<file path="src/rtl/regwr_pkg.sv">
package regwr_pkg;

  localparam logic [1:0] SEL_CTRL = 2'd0;
  localparam logic [1:0] SEL_HEAD = 2'd1;
  localparam logic [1:0] SEL_TAIL = 2'd2;

  localparam logic [7:0] OP_SINGLE  = 8'h01;
  localparam logic [7:0] OP_INDEXED = 8'h09;

  typedef enum logic [1:0] {
    C_IDLE   = 2'd0,
    C_ARMED  = 2'd1,
    C_VBWAIT = 2'd2,
    C_RUN    = 2'd3
  } ctl_state_e;

  typedef enum logic [1:0] {
    D_LO   = 2'd0,
    D_HI   = 2'd1,
    D_DATA = 2'd2,
    D_PAD  = 2'd3
  } dec_state_e;

endpackage

</file>
<file path="src/rtl/regwr_ctl.sv">
module regwr_ctl
  import regwr_pkg::*;
#(
  parameter int AW         = 32,
  parameter int LINE_BYTES = 64
) (
  input  logic          clk,
  input  logic          rst_n,
  input  logic          cfg_we,
  input  logic [1:0]    cfg_sel,
  input  logic [31:0]   cfg_wdata,
  input  logic          vblank_pulse,
  input  logic          fetch_done,
  output logic          run,
  output logic          busy,
  output logic          start,
  output logic          abort,
  output logic [AW-1:0] head_addr,
  output logic [AW-1:0] tail_addr
);

  localparam int LINE_LSB = $clog2(LINE_BYTES);

  ctl_state_e    st_q, st_d;
  logic          vb_q, vb_d;
  logic [AW-1:0] head_q, head_d;
  logic [AW-1:0] tail_q, tail_d;

  logic wr_ctrl, wr_head, wr_tail, can_cfg;

  assign wr_ctrl = cfg_we && (cfg_sel == SEL_CTRL);
  assign wr_head = cfg_we && (cfg_sel == SEL_HEAD);
  assign wr_tail = cfg_we && (cfg_sel == SEL_TAIL);
  assign can_cfg = (st_q == C_IDLE) || (st_q == C_ARMED);

  always_comb begin
    st_d   = st_q;
    vb_d   = vb_q;
    head_d = head_q;
    tail_d = tail_q;
    start  = 1'b0;
    abort  = 1'b0;
    if (wr_ctrl && !cfg_wdata[0] && (st_q != C_IDLE)) begin
      abort = 1'b1;
      st_d  = C_IDLE;
    end else begin
      case (st_q)
        C_IDLE: begin
          if (wr_ctrl && cfg_wdata[0]) begin
            st_d = C_ARMED;
            vb_d = cfg_wdata[1];
          end
        end
        C_ARMED: begin
          if (wr_tail) begin
            if (vb_q) begin
              st_d = C_VBWAIT;
            end else begin
              st_d  = C_RUN;
              start = 1'b1;
            end
          end
        end
        C_VBWAIT: begin
          if (vblank_pulse) begin
            st_d  = C_RUN;
            start = 1'b1;
          end
        end
        default: begin
          if (fetch_done) st_d = C_IDLE;
        end
      endcase
    end
    if (can_cfg && wr_head) head_d = {cfg_wdata[AW-1:3], 3'b000};
    if (can_cfg && wr_tail) tail_d = {cfg_wdata[AW-1:LINE_LSB], {LINE_LSB{1'b0}}};
  end

  always_ff @(posedge clk or negedge rst_n) begin
    if (!rst_n) begin
      st_q   <= C_IDLE;
      vb_q   <= 1'b0;
      head_q <= '0;
      tail_q <= '0;
    end else begin
      st_q   <= st_d;
      vb_q   <= vb_d;
      head_q <= head_d;
      tail_q <= tail_d;
    end
  end

  assign run       = (st_q == C_RUN);
  assign busy      = (st_q != C_IDLE);
  assign head_addr = head_q;
  assign tail_addr = tail_q;


  abort_idle_chk: assert property (@(posedge clk) disable iff (!rst_n)
    abort |=> !busy);


  vbwait_hold_chk: assert property (@(posedge clk) disable iff (!rst_n)
    (st_q == C_VBWAIT && !vblank_pulse && !abort) |=> (busy && !run));


  busy_hold_chk: assert property (@(posedge clk) disable iff (!rst_n)
    (busy && !abort && !(run && fetch_done)) |=> busy);

endmodule

</file>
<file path="src/rtl/regwr_fetch.sv">
module regwr_fetch #(
  parameter int AW = 32,
  parameter int DW = 32
) (
  input  logic          clk,
  input  logic          rst_n,
  input  logic          run,
  input  logic          start,
  input  logic          abort,
  input  logic [AW-1:0] head_addr,
  input  logic [AW-1:0] tail_addr,
  output logic          mem_req,
  output logic [AW-1:0] mem_addr,
  input  logic          mem_rvalid,
  input  logic [DW-1:0] mem_rdata,
  output logic          dw_valid,
  output logic [DW-1:0] dw_data,
  output logic          done
);

  localparam int STEP = DW / 8;

  logic [AW-1:0] ptr_q, ptr_d;
  logic          pend_q, pend_d;
  logic          at_end;

  assign at_end   = (ptr_q == tail_addr);
  assign mem_req  = run && !pend_q && !at_end;
  assign mem_addr = ptr_q;
  assign dw_valid = pend_q && mem_rvalid;
  assign dw_data  = mem_rdata;
  assign done     = run && !pend_q && at_end;

  always_comb begin
    ptr_d  = ptr_q;
    pend_d = pend_q;
    if (abort) begin
      pend_d = 1'b0;
    end else if (start) begin
      ptr_d  = head_addr;
      pend_d = 1'b0;
    end else if (dw_valid) begin
      ptr_d  = ptr_q + AW'(STEP);
      pend_d = 1'b0;
    end else if (mem_req) begin
      pend_d = 1'b1;
    end
  end

  always_ff @(posedge clk or negedge rst_n) begin
    if (!rst_n) begin
      ptr_q  <= '0;
      pend_q <= 1'b0;
    end else begin
      ptr_q  <= ptr_d;
      pend_q <= pend_d;
    end
  end


  single_outstanding_chk: assert property (@(posedge clk) disable iff (!rst_n)
    mem_req |=> !mem_req);


  addr_step_chk: assert property (@(posedge clk) disable iff (!rst_n)
    (dw_valid && !abort && !start) |=> (mem_addr == $past(mem_addr) + AW'(STEP)));

endmodule

</file>
<file path="src/rtl/regwr_decode.sv">
module regwr_decode
  import regwr_pkg::*;
#(
  parameter int DW    = 32,
  parameter int OFF_W = 20,
  parameter int BE_W  = 4,
  parameter int CNT_W = 32
) (
  input  logic             clk,
  input  logic             rst_n,
  input  logic             clear,
  input  logic             dw_valid,
  input  logic [DW-1:0]    dw_data,
  output logic             reg_we,
  output logic [OFF_W-1:0] reg_offset,
  output logic [DW-1:0]    reg_wdata,
  output logic [BE_W-1:0]  reg_be
);

  localparam int OP_LSB = 24;
  localparam int BE_LSB = OFF_W;

  dec_state_e       st_q, st_d;
  logic [DW-1:0]    lo_q, lo_d;
  logic [CNT_W-1:0] cnt_q, cnt_d;
  logic             odd_q, odd_d;
  logic [OFF_W-1:0] off_q, off_d;
  logic             we_q, we_d;
  logic [OFF_W-1:0] woff_q, woff_d;
  logic [DW-1:0]    wdat_q, wdat_d;
  logic [BE_W-1:0]  wbe_q, wbe_d;
  logic [7:0]       opc;

  assign opc = dw_data[OP_LSB +: 8];

  always_comb begin
    st_d   = st_q;
    lo_d   = lo_q;
    cnt_d  = cnt_q;
    odd_d  = odd_q;
    off_d  = off_q;
    we_d   = 1'b0;
    woff_d = woff_q;
    wdat_d = wdat_q;
    wbe_d  = wbe_q;
    if (clear) begin
      st_d = D_LO;
    end else if (dw_valid) begin
      case (st_q)
        D_LO: begin
          lo_d = dw_data;
          st_d = D_HI;
        end
        D_HI: begin
          st_d = D_LO;
          if (opc == OP_SINGLE) begin
            we_d   = 1'b1;
            woff_d = dw_data[OFF_W-1:0];
            wdat_d = lo_q;
            wbe_d  = dw_data[BE_LSB +: BE_W];
          end else if (opc == OP_INDEXED) begin
            off_d = dw_data[OFF_W-1:0];
            cnt_d = CNT_W'(lo_q);
            odd_d = lo_q[0];
            if (lo_q != '0) st_d = D_DATA;
          end
        end
        D_DATA: begin
          we_d   = 1'b1;
          woff_d = off_q;
          wdat_d = dw_data;
          wbe_d  = {BE_W{1'b1}};
          cnt_d  = cnt_q - CNT_W'(1);
          if (cnt_q == CNT_W'(1)) st_d = odd_q ? D_PAD : D_LO;
        end
        default: begin
          st_d = D_LO;
        end
      endcase
    end
  end

  always_ff @(posedge clk or negedge rst_n) begin
    if (!rst_n) begin
      st_q   <= D_LO;
      lo_q   <= '0;
      cnt_q  <= '0;
      odd_q  <= 1'b0;
      off_q  <= '0;
      we_q   <= 1'b0;
      woff_q <= '0;
      wdat_q <= '0;
      wbe_q  <= '0;
    end else begin
      st_q   <= st_d;
      lo_q   <= lo_d;
      cnt_q  <= cnt_d;
      odd_q  <= odd_d;
      off_q  <= off_d;
      we_q   <= we_d;
      woff_q <= woff_d;
      wdat_q <= wdat_d;
      wbe_q  <= wbe_d;
    end
  end

  assign reg_we     = we_q;
  assign reg_offset = woff_q;
  assign reg_wdata  = wdat_q;
  assign reg_be     = wbe_q;


  pad_skip_chk: assert property (@(posedge clk) disable iff (!rst_n)
    (st_q == D_PAD && dw_valid) |=> !reg_we);


  write_needs_word_chk: assert property (@(posedge clk) disable iff (!rst_n)
    reg_we |-> $past(dw_valid && !clear));


  zero_count_chk: assert property (@(posedge clk) disable iff (!rst_n)
    (st_q == D_HI && dw_valid && !clear && opc == OP_INDEXED && lo_q == '0)
      |=> (st_q == D_LO && !reg_we));

endmodule

</file>
<file path="src/rtl/regwr_cmd_engine.sv">
module regwr_cmd_engine
  import regwr_pkg::*;
#(
  parameter int AW         = 32,
  parameter int DW         = 32,
  parameter int OFF_W      = 20,
  parameter int BE_W       = 4,
  parameter int CNT_W      = 32,
  parameter int LINE_BYTES = 64
) (
  input  logic             clk,
  input  logic             rst_n,
  input  logic             cfg_we,
  input  logic [1:0]       cfg_sel,
  input  logic [31:0]      cfg_wdata,
  input  logic             vblank_pulse,
  output logic             busy,
  output logic             mem_req,
  output logic [AW-1:0]    mem_addr,
  input  logic             mem_rvalid,
  input  logic [DW-1:0]    mem_rdata,
  output logic             reg_we,
  output logic [OFF_W-1:0] reg_offset,
  output logic [DW-1:0]    reg_wdata,
  output logic [BE_W-1:0]  reg_be
);

  logic          run, start, abort, fetch_done, dw_valid;
  logic [AW-1:0] head_addr, tail_addr;
  logic [DW-1:0] dw_data;

  regwr_ctl #(.AW(AW), .LINE_BYTES(LINE_BYTES)) u_ctl (
    .clk          (clk),
    .rst_n        (rst_n),
    .cfg_we       (cfg_we),
    .cfg_sel      (cfg_sel),
    .cfg_wdata    (cfg_wdata),
    .vblank_pulse (vblank_pulse),
    .fetch_done   (fetch_done),
    .run          (run),
    .busy         (busy),
    .start        (start),
    .abort        (abort),
    .head_addr    (head_addr),
    .tail_addr    (tail_addr)
  );

  regwr_fetch #(.AW(AW), .DW(DW)) u_fetch (
    .clk        (clk),
    .rst_n      (rst_n),
    .run        (run),
    .start      (start),
    .abort      (abort),
    .head_addr  (head_addr),
    .tail_addr  (tail_addr),
    .mem_req    (mem_req),
    .mem_addr   (mem_addr),
    .mem_rvalid (mem_rvalid),
    .mem_rdata  (mem_rdata),
    .dw_valid   (dw_valid),
    .dw_data    (dw_data),
    .done       (fetch_done)
  );

  regwr_decode #(.DW(DW), .OFF_W(OFF_W), .BE_W(BE_W), .CNT_W(CNT_W)) u_dec (
    .clk        (clk),
    .rst_n      (rst_n),
    .clear      (abort | start),
    .dw_valid   (dw_valid),
    .dw_data    (dw_data),
    .reg_we     (reg_we),
    .reg_offset (reg_offset),
    .reg_wdata  (reg_wdata),
    .reg_be     (reg_be)
  );


  quiet_after_abort_chk: assert property (@(posedge clk) disable iff (!rst_n)
    abort |=> (!mem_req && !reg_we));


  idle_quiet_chk: assert property (@(posedge clk) disable iff (!rst_n)
    !busy |-> !mem_req);

endmodule

</file>
<file path="config.mk">
export PLATFORM = sky130hd
export DESIGN_NAME = regwr_cmd_engine
export DESIGN_NICKNAME = d
export VERILOG_FILES = /design/src/rtl/regwr_pkg.sv /design/src/rtl/regwr_ctl.sv /design/src/rtl/regwr_fetch.sv /design/src/rtl/regwr_decode.sv /design/src/rtl/regwr_cmd_engine.sv
export SDC_FILE = /design/constraint.sdc
export NUM_CORES = 1
export LEC_CHECK = 0
export ABC_AREA = 0
export BUFFER_PORTS_ARGS = -buffer_cell sky130_fd_sc_hd__buf_4
export CELL_PAD_IN_SITES_DETAIL_PLACEMENT = 0
export CELL_PAD_IN_SITES_GLOBAL_PLACEMENT = 1
export CORE_MARGIN = 4
export CORE_UTILIZATION = 30
export DETAILED_ROUTE_END_ITERATION = 8
export GPL_TIMING_DRIVEN = 0
export HOLD_SLACK_MARGIN = 0.08
export PLACE_DENSITY = 0.56
export SLEW_MARGIN = 20
export SYNTH_ARGS = -nofsm -noshare
export SYNTH_HDL_FRONTEND = slang
export SYNTH_SLANG_ARGS = --single-unit
</file>
<file path="constraint.sdc">
create_clock -name clk -period 4.38 [get_ports clk]
set_input_delay 0.876 -clock clk [delete_from_list [all_inputs] [get_ports clk]]
set_output_delay 0.876 -clock clk [all_outputs]
set_load 0.02 [all_outputs]
</file>
==> qor.csv <==
stage,metric,value,unit
outcome,outcome,"complete, no violations",
logic_synthesis,Synth area leader,dfrtp_1,
clock_tree,count of H-tree levels built during CTS,1,
detailed_routing,total via count in the routed design,9730,
logic_synthesis,Yosys warning count,0,
worst_hold_path,class of the most critical hold timing path,input pin to async pin,
logic_synthesis,proportion of synthesized chip area in sequential cells,49.4,%
detailed_routing,drt initial violations,499,
finish,fin util,38.0,%
sta,achievable frequency,241,MHz
floorplanning,Die Footprint,42500,µm²
sta,setup repair after global routing missed its margin,false,
power_and_ir_drop,leakage dissipation,6.25,nW
detailed_routing,DRT antenna net count,0,
critical_path,"Top cell by count, worst path",inv_1,
floorplanning,horizontal extent of the die,206,µm
clock_tree,CTS Sinks,233,
global_route,overflow left after global routing,0,
sta,setup TNS,0,ns
critical_path,data required time of the critical path,3.50,ns
clock_tree,cts bufs inserted,29,
sta,actual transition at the worst max-transition pin,0.957,ns
finish,Antenna Diode Count,0,
critical_path,arrival time worst endpoint,3.27,ns
clock_tree,clk slew on worst S/H paths,0.06,ns
logic_synthesis,post-synthesis instance area,11800,µm²
sta,part of the cycle the worst path needs,94.5,%
finish,net count of the finished layout,1396,
placed_design,placed inst area,13700,µm²
global_route,largest net degree at the start of global routing,89,
placed_design,RD Place Congestion,0.816,
finish,area added between synthesis and finish,24.7,%
global_route,Total GRT Usage,18.9,%
clock_tree,cts-stage hold buffer count,0,
power_and_ir_drop,power per unit of standard cell area,729,nW/µm²
clock_tree,buffer levels on the longest clock path,3,
clock_tree,CTS Root Cell,clkbuf_16,
logic_synthesis,number of register bits inferred by synthesis,233,
critical_path,critical-path cell list,"inv_1, ha_1, or3b_2, nor4_1, nand4_1, o21ai_0, inv_1, buf_4",
clock_tree,cells resized by post-CTS repair,0,
placed_design,Port-buffer cells,158,
floorplanning,# IOs,162,
critical_path,Critical Path Sink Type,output port,
critical_path,Worst path slowest cell,or3b_2,
logic_synthesis,portion of synthesized cell area occupied by the leading cell type,49.4,%
floorplanning,standard-cell rows,72,
sta,final worst clock skew,0.0241,ns
floorplanning,effective utilization at floorplan,30.4,%
global_route,wire length of the first global-routing pass,61900,µm
critical_path,peak fanout along the critical path,7,
sta,time the final worst path needs with I/O delays and setup,4.14,ns
logic_synthesis,number of flops mapped to enable cells by yosys,0,
sta,worst rel slew slack,36.0,%
detailed_routing,number of detailed-route iterations in the first pass,5,
logic_synthesis,number of distinct library cell variants in the gate-level netlist after synthesis,74,
power_and_ir_drop,worst voltage drop across the vdd grid,0.380,mV
sta,final setup vio count,0,
logic_synthesis,Mean Syn Cell Area,10.5,µm²
logic_synthesis,most common cell in the synthesized netlist,dfrtp_1,
flow_run,max_cap viols,0,
clock_tree,clock tree from TritonCTS,built,
critical_path,Critical Path Start Type,flop,
floorplanning,DIE HEIGHT,206,µm
global_route,initial antenna violation count,1,
detailed_routing,Total Wirelength,40500,µm
detailed_routing,routed length per placed instance,21.8,µm
clock_tree,number of post-CTS setup repair buffers,0,
global_route,via count of the first global-routing pass,10013,
logic_synthesis,"Top FF cell, synth",dfrtp_1,
critical_path,critical path class,flop to output port,
logic_synthesis,leading post-synthesis cells by cell area,"dfrtp_1 (49%), mux2_2 (11%), mux2i_1 (4.6%), o21ai_0 (4.2%), nand2_1 (3.0%)",
logic_synthesis,count of mapped cells out of synthesis,1120,
placed_design,detailed placer's ending HPWL,29900,µm
detailed_routing,Post-route DRC,0,
logic_synthesis,share of synthesized registers carrying an async set or reset,100,%
detailed_routing,per-cell via count in the routed design,5.25,
clock_tree,"Clk Latency, worst-skew pair",0.57,ns
floorplanning,Core Footprint,38700,µm²
sta,hold violation total from the final report,0,
sta,fin. max-slew vios,0,
finish,post-route cell area,14700,µm²
finish,fraction of final layout cells with drive strength greater than 1,27.6,%
critical_path,peak per-stage delay on the critical path,0.56,ns
logic_synthesis,Synth top cells by count,"dfrtp_1 (233), mux2_2 (110), o21ai_0 (100), nand2_1 (94), a21oi_1 (56)",
## layer usage
metal / global-route usage, % / up-vias / part of all wire (%)
met4: 5.39 / 0 / 3.0
li1: - / 4557 / -
met2: 33.1 / 243 / 50
met5: 0 / - / 0
met3: 2.78 / 63 / 4.4
met1: 24.2 / 4867 / 42
## cells in the final DEF (no fill, tap or decap), types with 32 or more instances in the layout
cell	Yosys	layout
nand3_1	32	32
mux2_2	110	110
dfrtp_1	233	233
nor2_1	35	35
nand2_1	94	94
mux2i_1	54	54
o21ai_0	100	100
o22ai_1	45	45
buf_4	5	162
clkbuf_1	46	53
a21oi_1	56	56
## metrics by stage
step                      setup slack [ns]  cells  hold WS [ns]  total power [mW]
after floorplan                       1.65   1121         0.458              6.43
after global placement               0.301   1797         0.468              8.21
after detailed placement             0.834   1799         0.474              8.26
after CTS                            0.234   1853         0.328              10.8
after global routing                0.0829   1853         0.330              11.4
final                                0.239   1853         0.284              10.7
## power breakdown
group	leakage, nW	internal (mW)	switching, mW	total, mW
combinational	2.87	1.76	2.28	4.03
clock	0.496	1.56	0.981	2.54
sequential	2.89	3.10	1.05	4.15
total	6.25	6.41	4.31	10.7
## worst paths after layout
path | slack [ns] | depth (start not counted) | startpoint | end
worst max-delay path | 0.24 | 8 | u_fetch.mem_addr[2]$_DFFE_PN0P_ | mem_req
worst min-delay path | 0.28 | 1 | rst_n | u_dec.cnt_q[15]$_DFFE_PN0P_
worst max register to register | 1.22 | 8 | u_ctl.st_q[1]$_DFFE_PN0P_ | u_fetch.mem_addr[6]$_DFFE_PN0P_
worst min register to register | 0.48 | 2 | u_dec.reg_wdata[16]$_DFFE_PN0P_ | u_dec.reg_wdata[16]$_DFFE_PN0P_
max in group asynchronous | 2.87 | 3 | rst_n | u_dec.reg_wdata[30]$_DFFE_PN0P_
min in group clk | 0.48 | 2 | u_dec.reg_wdata[16]$_DFFE_PN0P_ | u_dec.reg_wdata[16]$_DFFE_PN0P_
## cells by family after synthesis
kind of cell | count (synthesis) | share of synthesized area, %
compound gates | 287 | 15.1
xor+xnor | 26 | 1.93
fa+ha+maj | 13 | 1.38
buf+inv | 91 | 3.42
flops | 233 | 49.4
mux | 165 | 15.2
other cells | 1 | 0.0318
simple gates | 304 | 13.6
## final cells by class
type / count / area, µm²
fill: 4014 / 24000
timing repair buffer: 160 / 1250
sequential: 233 / 5830
tap: 518 / 648
multi-input combinational: 797 / 5570
buffer: 68 / 317
clock buffer: 42 / 835
inverter: 23 / 86.3
clock inverter: 12 / 176
## sequential cells by signal, indices dropped and copies added (netlist names), 2 cells and up
register / cells
u_ctl.head_addr: 29
u_ctl.st_q: 2
u_ctl.tail_addr: 26
u_dec.cnt_q: 32
u_dec.lo_q: 32
u_dec.off_q: 20
u_dec.reg_be: 4
u_dec.reg_offset: 20
u_dec.reg_wdata: 32
u_dec.st_q: 2
u_fetch.mem_addr: 30
## worst max-delay path: cells and delay by family (launching register included)
| kind | cells | cell delay, ns |
|---|---|---|
| compound gates | 1 | 0.56 |
| buf+inv | 3 | 0.38 |
| simple gates | 3 | 1.17 |
| fa+ha+maj | 1 | 0.15 |
| flops | 1 | 0.45 |
Note: power is estimated with default switching activity, not from simulation.
